`src/rtl/trk_pkg.sv`:
```
package trk_pkg;

    typedef enum logic [2:0] {
        ST_IDLE  = 3'd0,
        ST_INDEX = 3'd1,
        ST_GAP   = 3'd2,
        ST_DATA  = 3'd3,
        ST_CAPT  = 3'd4
    } trk_state_e;

    typedef struct packed {
        logic       valid;
        logic [7:0] data;
    } byte_beat_t;

    function automatic int unsigned cyc_per_ms(input int unsigned clk_hz);
        return clk_hz / 1000;
    endfunction

    function automatic int unsigned max2(input int unsigned a, input int unsigned b);
        return (a > b) ? a : b;
    endfunction

endpackage

```
`src/rtl/trk_addr.sv`:
```
module trk_addr #(
    parameter int unsigned CNT_W = 10
) (
    input  logic             clk,
    input  logic             rst,
    input  logic             clr,
    input  logic             inc,
    output logic [CNT_W-1:0] cnt
);
    always_ff @(posedge clk) begin
        if (rst || clr) begin
            cnt <= '0;
        end else if (inc) begin
            cnt <= cnt + CNT_W'(1);
        end
    end
endmodule

```
`src/rtl/trk_mem.sv`:
```
module trk_mem #(
    parameter int unsigned ADDR_W = 9
) (
    input  logic                clk,
    input  trk_pkg::byte_beat_t wr_beat,
    input  logic [ADDR_W-1:0]   addr,
    output logic [7:0]          rdata
);
    localparam int unsigned DEPTH = 1 << ADDR_W;

    logic [7:0] store [DEPTH];

    always_ff @(posedge clk) begin
        if (wr_beat.valid) begin
            store[addr] <= wr_beat.data;
        end
    end

    assign rdata = store[addr];
endmodule

```
`src/rtl/trk_seq.sv`:
```
module trk_seq
    import trk_pkg::*;
#(
    parameter int unsigned INDEX_CYC = 1000,
    parameter int unsigned GAP_CYC   = 1000,
    parameter int unsigned TRK_W     = 7,
    parameter int unsigned CNT_W     = 10
) (
    input  logic             clk,
    input  logic             rst,
    input  logic             run,
    input  logic             wr_en,
    input  logic [TRK_W-1:0] trk_sel,
    input  logic [CNT_W-1:0] trk_len,
    input  logic             tx_ready,
    input  logic             rx_valid,
    input  logic [CNT_W-1:0] cnt,
    output trk_state_e       state,
    output logic             cnt_clr,
    output logic             cnt_inc,
    output logic             restart
);
    localparam int unsigned TMR_MAX = max2(INDEX_CYC, GAP_CYC);
    localparam int unsigned TMR_W   = $clog2(TMR_MAX + 1);

    trk_state_e       nxt;
    logic [TMR_W-1:0] tmr;
    logic             tmr_clr;
    logic [TRK_W-1:0] trk_q;
    logic             wr_q;
    logic [CNT_W-1:0] len_q;
    logic             len_ld;
    logic             idx_end, gap_end, last_byte;

    assign restart   = run && (state == ST_IDLE || trk_sel != trk_q || wr_en != wr_q);
    assign idx_end   = (tmr == TMR_W'(INDEX_CYC - 1));
    assign gap_end   = (tmr == TMR_W'(GAP_CYC - 1));
    assign last_byte = (cnt == len_q - CNT_W'(1));

    always_comb begin
        nxt     = state;
        tmr_clr = 1'b0;
        cnt_clr = 1'b0;
        cnt_inc = 1'b0;
        len_ld  = 1'b0;
        if (!run) begin
            nxt = ST_IDLE;
        end else if (restart) begin
            nxt     = ST_INDEX;
            tmr_clr = 1'b1;
            cnt_clr = 1'b1;
            len_ld  = 1'b1;
        end else begin
            unique case (state)
                ST_INDEX: begin
                    if (idx_end) begin
                        nxt     = wr_q ? ST_CAPT : ST_GAP;
                        tmr_clr = 1'b1;
                    end
                end
                ST_GAP: begin
                    if (gap_end) begin
                        tmr_clr = 1'b1;
                        if (len_q == '0) begin
                            nxt     = ST_INDEX;
                            cnt_clr = 1'b1;
                            len_ld  = 1'b1;
                        end else begin
                            nxt = ST_DATA;
                        end
                    end
                end
                ST_DATA: begin
                    if (tx_ready) begin
                        if (last_byte) begin
                            nxt     = ST_INDEX;
                            tmr_clr = 1'b1;
                            cnt_clr = 1'b1;
                            len_ld  = 1'b1;
                        end else begin
                            cnt_inc = 1'b1;
                        end
                    end
                end
                ST_CAPT: begin
                    cnt_inc = rx_valid;
                end
                default: ;
            endcase
        end
    end

    always_ff @(posedge clk) begin
        if (rst) begin
            state <= ST_IDLE;
            tmr   <= '0;
            trk_q <= '0;
            wr_q  <= 1'b0;
            len_q <= '0;
        end else begin
            state <= nxt;
            trk_q <= trk_sel;
            wr_q  <= wr_en;
            if (len_ld) begin
                len_q <= trk_len;
            end
            if (tmr_clr) begin
                tmr <= '0;
            end else if (state == ST_INDEX || state == ST_GAP) begin
                tmr <= tmr + TMR_W'(1);
            end
        end
    end

    AST_IDLE_WHEN_STOPPED: assert property (@(posedge clk) disable iff (rst)
        !run |=> state == ST_IDLE);

    AST_INDEX_FULL_WIDTH: assert property (@(posedge clk) disable iff (rst)
        (state != ST_INDEX && $past(state) == ST_INDEX && $past(run))
        |-> $past(tmr) == TMR_W'(INDEX_CYC - 1));

    AST_GAP_FULL_LENGTH: assert property (@(posedge clk) disable iff (rst)
        (state == ST_DATA && $past(state) == ST_GAP)
        |-> $past(tmr) == TMR_W'(GAP_CYC - 1));

    AST_TRACK_CHANGE_RESTART: assert property (@(posedge clk) disable iff (rst)
        (run && trk_sel != trk_q) |=> state == ST_INDEX);

endmodule

```
`src/rtl/trk_player.sv`:
```
module trk_player
    import trk_pkg::*;
#(
    parameter int unsigned CLK_HZ    = 1_000_000,
    parameter int unsigned INDEX_CYC = cyc_per_ms(CLK_HZ),
    parameter int unsigned GAP_CYC   = cyc_per_ms(CLK_HZ),
    parameter int unsigned ADDR_W    = 9,
    parameter int unsigned TRK_W     = 7
) (
    input  logic                clk,
    input  logic                rst,
    input  logic                run,
    input  logic                wr_en,
    input  logic [TRK_W-1:0]    trk_sel,
    input  logic [ADDR_W:0]     trk_len,
    output logic                index_o,
    output logic [7:0]          tx_data,
    output logic                tx_valid,
    input  logic                tx_ready,
    input  logic [7:0]          rx_data,
    input  logic                rx_valid
);
    localparam int unsigned CNT_W = ADDR_W + 1;

    trk_state_e       state;
    logic [CNT_W-1:0] cnt;
    logic             cnt_clr, cnt_inc, restart;
    byte_beat_t       wr_beat;

    trk_seq #(
        .INDEX_CYC (INDEX_CYC),
        .GAP_CYC   (GAP_CYC),
        .TRK_W     (TRK_W),
        .CNT_W     (CNT_W)
    ) seq_i (
        .clk      (clk),
        .rst      (rst),
        .run      (run),
        .wr_en    (wr_en),
        .trk_sel  (trk_sel),
        .trk_len  (trk_len),
        .tx_ready (tx_ready),
        .rx_valid (rx_valid),
        .cnt      (cnt),
        .state    (state),
        .cnt_clr  (cnt_clr),
        .cnt_inc  (cnt_inc),
        .restart  (restart)
    );

    trk_addr #(.CNT_W(CNT_W)) addr_i (
        .clk (clk),
        .rst (rst),
        .clr (cnt_clr),
        .inc (cnt_inc),
        .cnt (cnt)
    );

    always_comb begin
        wr_beat.valid = (state == ST_CAPT) && rx_valid && run && !restart;
        wr_beat.data  = rx_data;
    end

    trk_mem #(.ADDR_W(ADDR_W)) mem_i (
        .clk     (clk),
        .wr_beat (wr_beat),
        .addr    (cnt[ADDR_W-1:0]),
        .rdata   (tx_data)
    );

    assign index_o  = (state == ST_INDEX);
    assign tx_valid = (state == ST_DATA);

    AST_HOLD_UNTIL_TAKEN: assert property (@(posedge clk) disable iff (rst)
        (tx_valid && !tx_ready && run && !restart)
        |=> tx_valid && $stable(tx_data));

    AST_SILENT_IN_WRITE: assert property (@(posedge clk) disable iff (rst)
        wr_en |=> !tx_valid);

    AST_STOPPED_OUTPUTS: assert property (@(posedge clk) disable iff (rst)
        !run |=> !index_o && !tx_valid);

endmodule

```
`config.mk`:
```
export PLATFORM = sky130hd
export DESIGN_NAME = trk_player
export DESIGN_NICKNAME = d
export VERILOG_FILES = /design/src/rtl/trk_pkg.sv /design/src/rtl/trk_addr.sv /design/src/rtl/trk_mem.sv /design/src/rtl/trk_seq.sv /design/src/rtl/trk_player.sv
export SDC_FILE = /design/constraint.sdc
export NUM_CORES = 2
export LEC_CHECK = 0
export ABC_AREA = 1
export BUFFER_PORTS_ARGS = -buffer_cell sky130_fd_sc_hd__buf_2
export CAP_MARGIN = 30
export CORE_ASPECT_RATIO = 1.2
export CORE_MARGIN = 2
export CORE_UTILIZATION = 50
export CTS_CLUSTER_SIZE = 14
export DETAILED_ROUTE_END_ITERATION = 12
export PLACE_DENSITY = 0.65
export SYNTH_ARGS = -nofsm -noshare
export SYNTH_HDL_FRONTEND = slang
export SYNTH_SLANG_ARGS = --single-unit
```
`constraint.sdc`:
```
create_clock -name clk -period 3.05 [get_ports clk]
set_clock_uncertainty 0.05 [all_clocks]
set_input_delay 0.61 -clock clk [delete_from_list [all_inputs] [get_ports clk]]
set_output_delay 0.61 -clock clk [all_outputs]
set_load 0.02 [all_outputs]
```
==> reports/metrics.yaml <==
run_status:
  outcome: "complete, but fails checks"
  failed_checks: "setup timing"
logic_synthesis:
  synth.area.top_cells: "edfxtp_1, nand3_1, nand2_1"
  synth_compound_area_frac: 0.0592
  syn_avg_cell_area_sq_um: 12.1
  synth_fa_ha_area_frac: 0.000449
  ys_warn_count: 0
  synthCells: 13785
  synthArstFlopShare: 0
  synth_mux_area_frac: 0
  synth_nets: 13822
  synthSimpleGateAreaFrac: 0.166
  ys_seq_area_frac: 0.741
  yosysTopAreaCell: "edfxtp_1"
  synth-edff-count: 4096
  yosysUniqueCellTypes: 36
  synth_xor_area_frac: 0.000995
  ys_ff_latch: 4146
  syn_area_sq_um: 167000
  synth_top_cell_area_share: 0.735
  synth_top_family_by_area: "simple AND/OR/NAND/NOR gates"
  synth_flop_cell: "edfxtp_1"
critical_path:
  critical_path_buf_inv_count: 6
  crit_fanout: 13
  ff2ff_setup_slack_ns: 0.19
  crit_path_start_kind: "register"
  crit_type: "reg -> out"
  cp_slowest_stage_delay_ns: 0.36
  critical_path.cell_chain: "buf_12, buf_16, buf_16, buf_6, o21ai_0, o22ai_1, nand2_1, nand3_1, nand3_1, nand3_1, nand3_4, nand3_1, nand3_1, nand2_2, buf_12, buf_2"
  crit_slowest_cell: "dfxtp_4"
  critical_path_required_ns: 2.39
  cpMostUsedCell: "nand3_1"
  endpoint_kind: "output pin"
  r2r-end: "mem_i.store[94][7]"
  ff2ff_path_depth: 15
  critical_path_arrival_ns: 3.84
  r2r-start: "seq_i.trk_q[4]"
  critPathTopFamily: "simple AND/OR/NAND/NOR gates"
routing:
  routed_wl_um: 496000
  dr.first_iter.drc_count: 14586
  vias: 115911
  drc: 0
  routed_via_density: 5.90
  drtPass1Iterations: 8
  drtAntennaViolNets: 0
  post_drt_wl_per_cell_um: 25.3
floorplanning:
  die-area_sq_um: 339000
  io-pin-count: 41
  fp-row-count: 232
  coreArea_sq_um: 333000
  dieHeight_um: 638
  initial_core_util: 0.503
  die_w_um: 532
global_route:
  grt_pass1_vias: 111013
  gr-usage-all-layers: 0.286
  grt_max_degree: 115
  overflow: 0
  grt_pass1_wl_um: 725000
  antenna_found_initial: 9
clocking:
  clockBufferDepth: 4
  cts_buffers: 399
  clock_sinks: 4146
  cts-htree-levels: 5
  cts.reportedPaths.clkPinSlew_ns: 0.06
  clk_latency_ns: 0.94
  cts_root_buffer: "clkbuf_16"
  cts_tree: "yes"
power:
  total_leakage_power_nw: 70.8
  p_total_mw: 114
  power_density_nw_per_um2: 567
  vdd.ir_drop.worst_v: 0.000504
timing:
  slew_headroom: 0.408
  final-setup-viol-count: 8
  finalCritPeriodShare: 1.47
  finalHoldViolCount: 0
  fin_setup_tns_ns: -11.28
  setup_slack_ns: -1.45
  slew_violations: 0
  fmax_mhz: 222
  rsz0062_at_grt: "true"
  fin_crit_ns: 4.50
  worst_pin_slew_ns: 0.888
worst_hold_path:
  min_to: "mem_i.store[16][3]"
  hp-class: "in -> reg"
  hold_path_depth: 1
  hold_start: "rx_data[3]"
layout:
  layout-area-overhead-vs-synth_pct: 20.5
  fin_nets: 14888
  drive_gt1_frac: 0.166
  final_area_sq_um: 202000
placed_design:
  dpl-instance-area_sq_um: 184000
  port-buffer-count: 40
  gp_congestion: 0.945
  hpwl_um: 306000
run:
  maxCapViolations: 0
==> synth_stat cells (16+ instances only) <==
cell type,number
buf_4,16
o21ai_0,1166
dfxtp_1,50
buf_1,94
nor2_1,1552
nand2_1,2405
a21oi_1,208
buf_2,380
inv_1,251
o22ai_1,481
clkbuf_1,497
edfxtp_1,4096
nand3_1,2481
==> kinds of logic after synthesis <==
logic type               count (synthesis)
buffers and inverters                 1260
AND/OR/NAND/NOR                       6497
XOR/XNOR                                19
adder cells (fa/ha/maj)                  6
flip-flops                            4146
AO/OA/AOI/OAI                         1857
==> layout make-up <==
class | instances | area, sq um
repair buffers | 1664 | 18300
fillers | 25480 | 131000
inverters | 260 | 1030
well taps | 4446 | 5560
diodes | 7 | 17.5
multi-input cells | 8379 | 39600
clock inverters | 248 | 2710
repair inverters | 1 | 11.3
clock buffers | 480 | 10500
flip-flops and latches | 4146 | 124000
==> flip-flops by register name, indices dropped and copies added, names as in the netlist, named ones only <==
name / cells
mem_i.store: 4096
addr_i.cnt: 10
seq_i.len_q: 10
seq_i.tmr: 10
seq_i.trk_q: 7
seq_i.state: 3
seq_i.wr_q: 1
==> through the flow <==
step / utilization / hold slack, ns / cells / setup WS, ns
floorplan: - / 0.411 / 13785 / 0.286
global placement: 0.554 / 0.430 / 18788 / -0.910
detailed placement: 0.554 / 0.437 / 18788 / -0.897
CTS: 0.604 / 0.0137 / 19617 / -1.40
global route: 0.606 / 0.0412 / 19626 / -1.51
finish: 0.606 / 0.0703 / 19631 / -1.45
==> worst max path at each step <==
stage / endpoint / slack [ns] / cells after the start
finish: tx_data[2] / -1.45 / 16
global route: tx_data[6] / -1.51 / 17
CTS: tx_data[3] / -1.40 / 20
detailed placement: tx_data[0] / -0.90 / 15
global placement: tx_data[2] / -0.91 / 15
floorplan: mem_i.store[255][0] / 0.29 / 11
==> where the power goes <==
group	switching [mW]	internal (mW)	leakage, nW
clock	21.2	29.2	6.47
combinational	1.19	0.294	27.2
sequential	0.0153	62.5	37.2
total	22.4	92.1	70.8
==> routing by layer <==
| metal | up-vias | global-route usage | share of wire | wire [um] |
|---|---|---|---|---|
| li1 | 51910 | - | - | - |
| met1 | 56998 | 0.374 | 0.38 | 187000 |
| met2 | 5864 | 0.472 | 0.48 | 240000 |
| met3 | 1131 | 0.0492 | 0.092 | 45700 |
| met4 | 8 | 0.121 | 0.047 | 23400 |
| met5 | - | 0 | 0.00037 | 182 |
==> layout by cell type (no fill, tap or decap), types with 14 or more instances in the layout <==
| cell | netlist | layout |
|---|---|---|
| clkinv_2 | 0 | 85 |
| clkbuf_16 | 0 | 411 |
| nand3_1 | 2481 | 2247 |
| o22ai_1 | 481 | 474 |
| buf_2 | 380 | 26 |
| a21oi_1 | 208 | 208 |
| o21ai_0 | 1166 | 1136 |
| buf_12 | 1 | 312 |
| buf_8 | 0 | 21 |
| bufinv_16 | 0 | 56 |
| edfxtp_1 | 4096 | 4096 |
| clkinv_1 | 2 | 79 |
| buf_6 | 12 | 49 |
| clkbuf_1 | 497 | 71 |
| dfxtp_1 | 50 | 43 |
| o21ai_1 | 0 | 28 |
| dlygate4sd3_1 | 0 | 29 |
| buf_16 | 0 | 48 |
| buf_4 | 16 | 1155 |
| bufbuf_16 | 0 | 20 |
| nand2_1 | 2405 | 2390 |
| inv_1 | 251 | 247 |
| nand2_4 | 1 | 14 |
| nor2_1 | 1552 | 1551 |
| nand3_4 | 10 | 50 |
| nand3_2 | 5 | 199 |
==> what timing repair did <==
action / CTS / global route
hold buffers: 29 / 0
setup endpoints to repair: 8 / 8
pin swaps: 51 / 21
gates resized for setup: 394 / 78
endpoints found under the hold margin: 38 / 0
gates cloned: 36 / 4
buffers inserted: 39 / 4
No activity file was read; power rests on OpenSTA's default activity.
